==> config.mk <==
export PLATFORM = sky130hd
export DESIGN_NAME = genome_clock_array
export DESIGN_NICKNAME = d
export VERILOG_FILES = /design/src/rtl/genome_clock_pkg.sv /design/src/rtl/gc_coord_unit.sv /design/src/rtl/gc_gene_cell.sv /design/src/rtl/gc_role_router.sv /design/src/rtl/genome_clock_array.sv
export SDC_FILE = /design/constraint.sdc
export NUM_CORES = 1
export LEC_CHECK = 0
export BUFFER_PORTS_ARGS = -buffer_cell sky130_fd_sc_hd__buf_2
export CORE_AREA = 4 4 103 105
export DETAILED_ROUTE_END_ITERATION = 8
export DIE_AREA = 0 0 107 109
export PLACE_DENSITY = 0.62
export SYNTH_ARGS = -nofsm -noshare
export SYNTH_HDL_FRONTEND = slang
export SYNTH_SLANG_ARGS = --single-unit
==> constraint.sdc <==
create_clock -name clk -period 7.7 [get_ports clk]
set_input_delay 1.54 -clock clk [delete_from_list [all_inputs] [get_ports clk]]
set_output_delay 1.54 -clock clk [all_outputs]
set_load 0.005 [all_outputs]
==> src/rtl/genome_clock_pkg.sv <==
`timescale 1ns/1ps
package genome_clock_pkg;
   // Genome of the clock: even roles are units digits, odd roles are tens digits.
   function automatic int unsigned gene_modulus(input int unsigned role);
      return (role % 2 == 0) ? 10 : 6;
   endfunction
endpackage

==> src/rtl/gc_coord_unit.sv <==
`timescale 1ns/1ps
module gc_coord_unit #(
   parameter int NCELL = 5,
   parameter int CW    = 3
) (
   input  logic [NCELL-1:0]         dead,
   output logic [NCELL-1:0][CW-1:0] coord
);
   // Coordinate of a cell = healthy cells strictly to its left.
   always_comb begin
      logic [CW-1:0] acc;
      acc = '0;
      for (int i = 0; i < NCELL; i++) begin
         coord[i] = acc;
         if (!dead[i]) acc = acc + 1'b1;
      end
   end
endmodule

==> src/rtl/gc_gene_cell.sv <==
`timescale 1ns/1ps
module gc_gene_cell
   import genome_clock_pkg::*;
#(
   parameter int NROLE = 4,
   parameter int DW    = 4,
   parameter int CW    = 3
) (
   input  logic [DW-1:0] digit,
   input  logic [CW-1:0] coord,
   input  logic          dead,
   input  logic          cin,
   output logic [DW-1:0] digit_nx,
   output logic          cout
);
   // Every cell carries the full genome: the last value of each role.
   logic [NROLE-1:0][DW-1:0] gene_last;
   generate
      for (genvar g = 0; g < NROLE; g++) begin : g_genome
         assign gene_last[g] = DW'(gene_modulus(g) - 1);
      end
   endgenerate

   logic          active;
   logic [DW-1:0] last;

   always_comb begin
      active = !dead && (coord < CW'(NROLE));
      last   = '0;
      for (int g = 0; g < NROLE; g++)
         if (coord == CW'(g)) last = gene_last[g];
      digit_nx = digit;
      cout     = cin;              // dead or idle cells pass the carry on
      if (active) begin
         cout = cin && (digit == last);
         if (cin) digit_nx = (digit == last) ? '0 : digit + 1'b1;
      end
   end
endmodule

==> src/rtl/gc_role_router.sv <==
`timescale 1ns/1ps
module gc_role_router #(
   parameter int NCELL = 5,
   parameter int NROLE = 4,
   parameter int DW    = 4,
   parameter int CW    = 3
) (
   input  logic [NCELL-1:0][DW-1:0] cell_val,
   input  logic [NCELL-1:0][CW-1:0] coord,
   input  logic [NCELL-1:0]         dead,
   output logic [NROLE-1:0][DW-1:0] role_val
);
   always_comb begin
      role_val = '0;
      for (int r = 0; r < NROLE; r++)
         for (int c = 0; c < NCELL; c++)
            if (!dead[c] && coord[c] == CW'(r)) role_val[r] = cell_val[c];
   end
endmodule

==> src/rtl/genome_clock_array.sv <==
`timescale 1ns/1ps
module genome_clock_array #(
   parameter int NUM_ROLES  = 4,
   parameter int NUM_SPARES = 1,
   parameter int DIGIT_W    = 4
) (
   input  logic                            clk,
   input  logic                            rst_n,
   input  logic                            tick,
   input  logic [NUM_ROLES+NUM_SPARES-1:0] fault_i,
   output logic [NUM_ROLES*DIGIT_W-1:0]    digits_o,
   output logic                            repair_o,
   output logic                            fail_o
);
   localparam int NUM_CELLS = NUM_ROLES + NUM_SPARES;
   localparam int CW        = $clog2(NUM_CELLS + 1);

   generate
      if (DIGIT_W < 4) begin : g_bad_width
         $error("DIGIT_W must hold a digit up to 9");
      end
      if (NUM_ROLES < 1) begin : g_bad_roles
         $error("NUM_ROLES must be at least 1");
      end
      if (NUM_SPARES < 1) begin : g_bad_spares
         $error("NUM_SPARES must be at least 1");
      end
   endgenerate

   logic [NUM_CELLS-1:0]              dead_q, fault_n, dead_acc;
   logic                              fail_q, over;
   logic [NUM_CELLS-1:0][DIGIT_W-1:0] digit_q, digit_nx, reload;
   logic [NUM_CELLS-1:0][CW-1:0]      coord_cur, coord_nxt;
   logic [NUM_ROLES-1:0][DIGIT_W-1:0] role_now, role_next;
   logic [NUM_CELLS:0]                carry;
   logic                              rollover;

   assign fault_n  = dead_q | fault_i;
   assign over     = $countones(fault_n) > NUM_SPARES;
   assign dead_acc = over ? dead_q : fault_n;

   gc_coord_unit #(.NCELL(NUM_CELLS), .CW(CW)) u_coord_cur (
      .dead(dead_q), .coord(coord_cur));
   gc_coord_unit #(.NCELL(NUM_CELLS), .CW(CW)) u_coord_nxt (
      .dead(dead_acc), .coord(coord_nxt));

   assign carry[0] = tick;
   generate
      for (genvar i = 0; i < NUM_CELLS; i++) begin : g_cell
         gc_gene_cell #(.NROLE(NUM_ROLES), .DW(DIGIT_W), .CW(CW)) u_cell (
            .digit   (digit_q[i]),
            .coord   (coord_cur[i]),
            .dead    (dead_q[i]),
            .cin     (carry[i]),
            .digit_nx(digit_nx[i]),
            .cout    (carry[i+1]));
      end
   endgenerate
   assign rollover = carry[NUM_CELLS];

   gc_role_router #(.NCELL(NUM_CELLS), .NROLE(NUM_ROLES), .DW(DIGIT_W), .CW(CW))
      u_route_now (.cell_val(digit_q), .coord(coord_cur), .dead(dead_q),
                   .role_val(role_now));
   gc_role_router #(.NCELL(NUM_CELLS), .NROLE(NUM_ROLES), .DW(DIGIT_W), .CW(CW))
      u_route_next (.cell_val(digit_nx), .coord(coord_cur), .dead(dead_q),
                    .role_val(role_next));

   // Each cell loads the next value of the role it holds under the new mask.
   always_comb begin
      reload = '0;
      for (int c = 0; c < NUM_CELLS; c++)
         for (int r = 0; r < NUM_ROLES; r++)
            if (!dead_acc[c] && coord_nxt[c] == CW'(r)) reload[c] = role_next[r];
   end

   always_ff @(posedge clk) begin
      if (!rst_n) begin
         dead_q  <= '0;
         fail_q  <= 1'b0;
         digit_q <= '0;
      end else if (!fail_q) begin
         if (over) begin
            fail_q <= 1'b1;
         end else begin
            dead_q  <= fault_n;
            digit_q <= reload;
         end
      end
   end

   generate
      for (genvar r = 0; r < NUM_ROLES; r++) begin : g_out
         assign digits_o[r*DIGIT_W +: DIGIT_W] = role_now[r];
      end
   endgenerate
   assign repair_o = |dead_q;
   assign fail_o   = fail_q;
endmodule

==> impl_metrics.yaml <==
status:
  status: "finished, final reports clean"
pwr:
  power_density_nw_per_um2: 201
  ir_drop_uv: 139
  leakage_nw: 1.62
  finalPower_uw: 892
critical_path:
  crit_required_ns: 6.16
  cp_max_fo: 16
  startpoint_type: "flip-flop"
  worstSetupEndpointType: "output port"
  critical_path_arrival_ns: 4.26
  path_class: "reg -> out"
global_routing:
  grt_first_pass_wirelength_mm: 24.8
  grt_pass1_vias: 4442
  grt_max_degree: 24
  antenna_found_initial: 0
  overflow: 0
  gr-usage-all-layers_pct: 27.1
routing:
  via_per_inst: 6.81
  wl_mm: 15.9
  num_vias: 4818
  drt_iter0_markers: 496
  wl_per_cell_um: 22.4
  drc: 0
  postRouteAntennaNets: 0
  drt_pass1_iterations: 5
clock_network:
  clkSinkCount: 26
  cts_setup_buffers: 0
  root_buffer: "clkbuf_8"
  path_clk_slew_ns: 0.09
  htree_levels: 1
  cts_made_buffers: 3
  cts_tree: "done"
  post_cts_resized: 0
  clock_path_buffers: 2
  worstSkewPairLatency_ns: 0.28
  hold_buffers: 0
layout:
  nets: 607
  syn_to_final_growth_pct: 4.72
  drive_gt1_share_pct: 12.9
  n_antenna_cell: 0
placed_design:
  io_buffer_count: 25
  routabilityCongestion: 1.01
  dp_hpwl_mm: 11.9
sta:
  rsz0062_at_grt: "no"
  finClkSkew_ns: 0.0156
  slew_violations: 0
  fmax_mhz: 172
  fin_crit_sh_pct: 75.3
  worstMarginPinSlew_ns: 0.996
  finalSetupTns_ns: 0
  min_period_ns: 5.80
  relSlewSlack_pct: 33.4
  setup_viol: 0
  finalHoldViolations: 0
yosys:
  syn_area_um2: 4240
  avgSynthCellArea_um2: 7.24
  ys_seq_elements: 26
  yosysUniqueCellTypes: 93
  synthFlopType: "dfxtp_1"
  syn_inst: 586
  yosysTopAreaCell: "dfxtp_1"
  synth_top_cell_area_share_pct: 12.3
  async_flop_share_pct: 0
  yosys-top-cells-area: "dfxtp_1 12%, ha_1 6.8%, o21ai_0 5.0%, nor2_1 4.7%, nand2_1 4.5%"
  synth_edf_count: 0
  syn_nets: 618
  yosysWarningCount: 0
  seq_area_frac_synth_pct: 12.3
die:
  rows: 36
  ios: 26
  dieArea_um2: 11700
  coreArea_um2: 9640
  die_y_um: 109
  start_util_pct: 44.0
  die_width_um: 107
hold_path:
  worstHoldPathType: "reg -> reg"
run:
  maxCapViolCount: 0
## cell usage in the layout, fill, tap and decap left out, types with 7 or more instances in the layout
| cell | synthesis | final |
|---|---|---|
| nor2_1 | 53 | 53 |
| nand2_1 | 51 | 51 |
| o21ai_0 | 42 | 42 |
| a21oi_1 | 32 | 32 |
| dfxtp_1 | 26 | 26 |
| buf_2 | 7 | 25 |
| inv_1 | 23 | 23 |
| ha_1 | 23 | 23 |
| a221oi_1 | 19 | 19 |
| nor3_1 | 18 | 18 |
| a22oi_1 | 16 | 16 |
| nand3_1 | 14 | 14 |
| mux2i_1 | 13 | 13 |
| nor2b_1 | 13 | 13 |
| nand2b_1 | 13 | 13 |
| and2_1 | 11 | 11 |
| o211ai_1 | 11 | 11 |
| a31oi_1 | 9 | 9 |
| a211oi_1 | 8 | 8 |
| o22ai_1 | 8 | 8 |
| o21ai_1 | 7 | 7 |
## cells in the mapped netlist, types with 4 or more instances
library cell  count
nor2_1           53
nand2_1          51
o21ai_0          42
a21oi_1          32
clkbuf_1         31
dfxtp_1          26
ha_1             23
inv_1            23
a221oi_1         19
nor3_1           18
a22oi_1          16
nand3_1          14
mux2i_1          13
nand2b_1         13
nor2b_1          13
and2_1           11
o211ai_1         11
a31oi_1           9
a211oi_1          8
o22ai_1           8
buf_2             7
o21ai_1           7
a311oi_1          5
and3b_1           5
or2_2             5
a21boi_0          4
a21oi_2           4
and3_1            4
buf_4             4
nand3b_1          4
o211a_1           4
o221ai_1          4
or3_1             4
## per-layer routing
| metal | up-vias | GRT usage (%) | share of wire [%] |
|---|---|---|---|
| li1 | 2209 | - | - |
| met1 | 2291 | 36.9 | 43 |
| met2 | 261 | 42.4 | 44 |
| met3 | 57 | 4.56 | 9.0 |
| met4 | 0 | 11.8 | 4.6 |
| met5 | - | 0 | 0 |
## worst max-delay path, cell delays in order, from the launching register on
cell	delay, ns
dfxtp_1	0.71
inv_1	0.22
ha_1	0.63
and3b_1	0.41
inv_2	0.14
ha_1	0.36
nor3b_1	0.15
a311oi_1	0.57
nor3b_2	0.10
buf_4	0.22
nand2_1	0.15
o21ai_0	0.15
buf_2	0.16
## layout make-up
| type | instances | area [um2] |
|---|---|---|
| Clock inverter | 1 | 30.0 |
| Multi-Input combinational cell | 490 | 3430 |
| Fill cell | 1020 | 5200 |
| Tap cell | 133 | 166 |
| Inverter | 25 | 93.8 |
| Sequential cell | 26 | 520 |
| Timing Repair Buffer | 29 | 155 |
| Clock buffer | 3 | 41.3 |
## cells by family (layout without fill, tap and decap cells)
logic type,count (synthesis),count (layout),share of synthesized area [%]
simple gates,221,221,28.3
fa+ha+maj,24,24,7.26
mux,18,18,4.84
buf+inv,70,58,6.75
xor+xnor,5,5,1.03
compound gates,222,222,39.5
flops,26,26,12.3
## power by group
| part | switching [mW] | leakage [nW] | internal (mW) |
|---|---|---|---|
| Sequential | 0.0530 | 0.212 | 0.148 |
| Combinational | 0.378 | 1.37 | 0.196 |
| Clock | 0.0472 | 0.0357 | 0.0696 |
## stage by stage
step | cell area, um2 | instances | worst slack [ns] | util, % | hold WS [ns]
after floorplan | 4240 | 586 | 2.44 | - | 0.539
after global placement | 4370 | 703 | 2.02 | 45.3 | 0.616
after detailed placement | 4370 | 703 | 1.86 | 45.3 | 0.629
after CTS | 4440 | 707 | 1.99 | 46.1 | 0.642
after global routing | 4440 | 707 | 1.60 | 46.1 | 0.701
final | 4440 | 707 | 1.90 | 46.1 | 0.639
## state kept, by name (all words and copies together) (netlist names)
| signal | cells |
|---|---|
| digit_q | 20 |
| dead_q | 5 |
| fail_o | 1 |
## worst paths after layout
check	start	endpoint	slack [ns]	depth (start not counted)
min reg2reg	digit_q[3]	digit_q[3]	0.64	2
max	dead_q[1]	digits_o[2]	1.90	12
max reg2reg	dead_q[1]	digit_q[7]	2.52	14
min	digit_q[3]	digit_q[3]	0.64	2
Note: power is estimated with default switching activity, not from simulation.
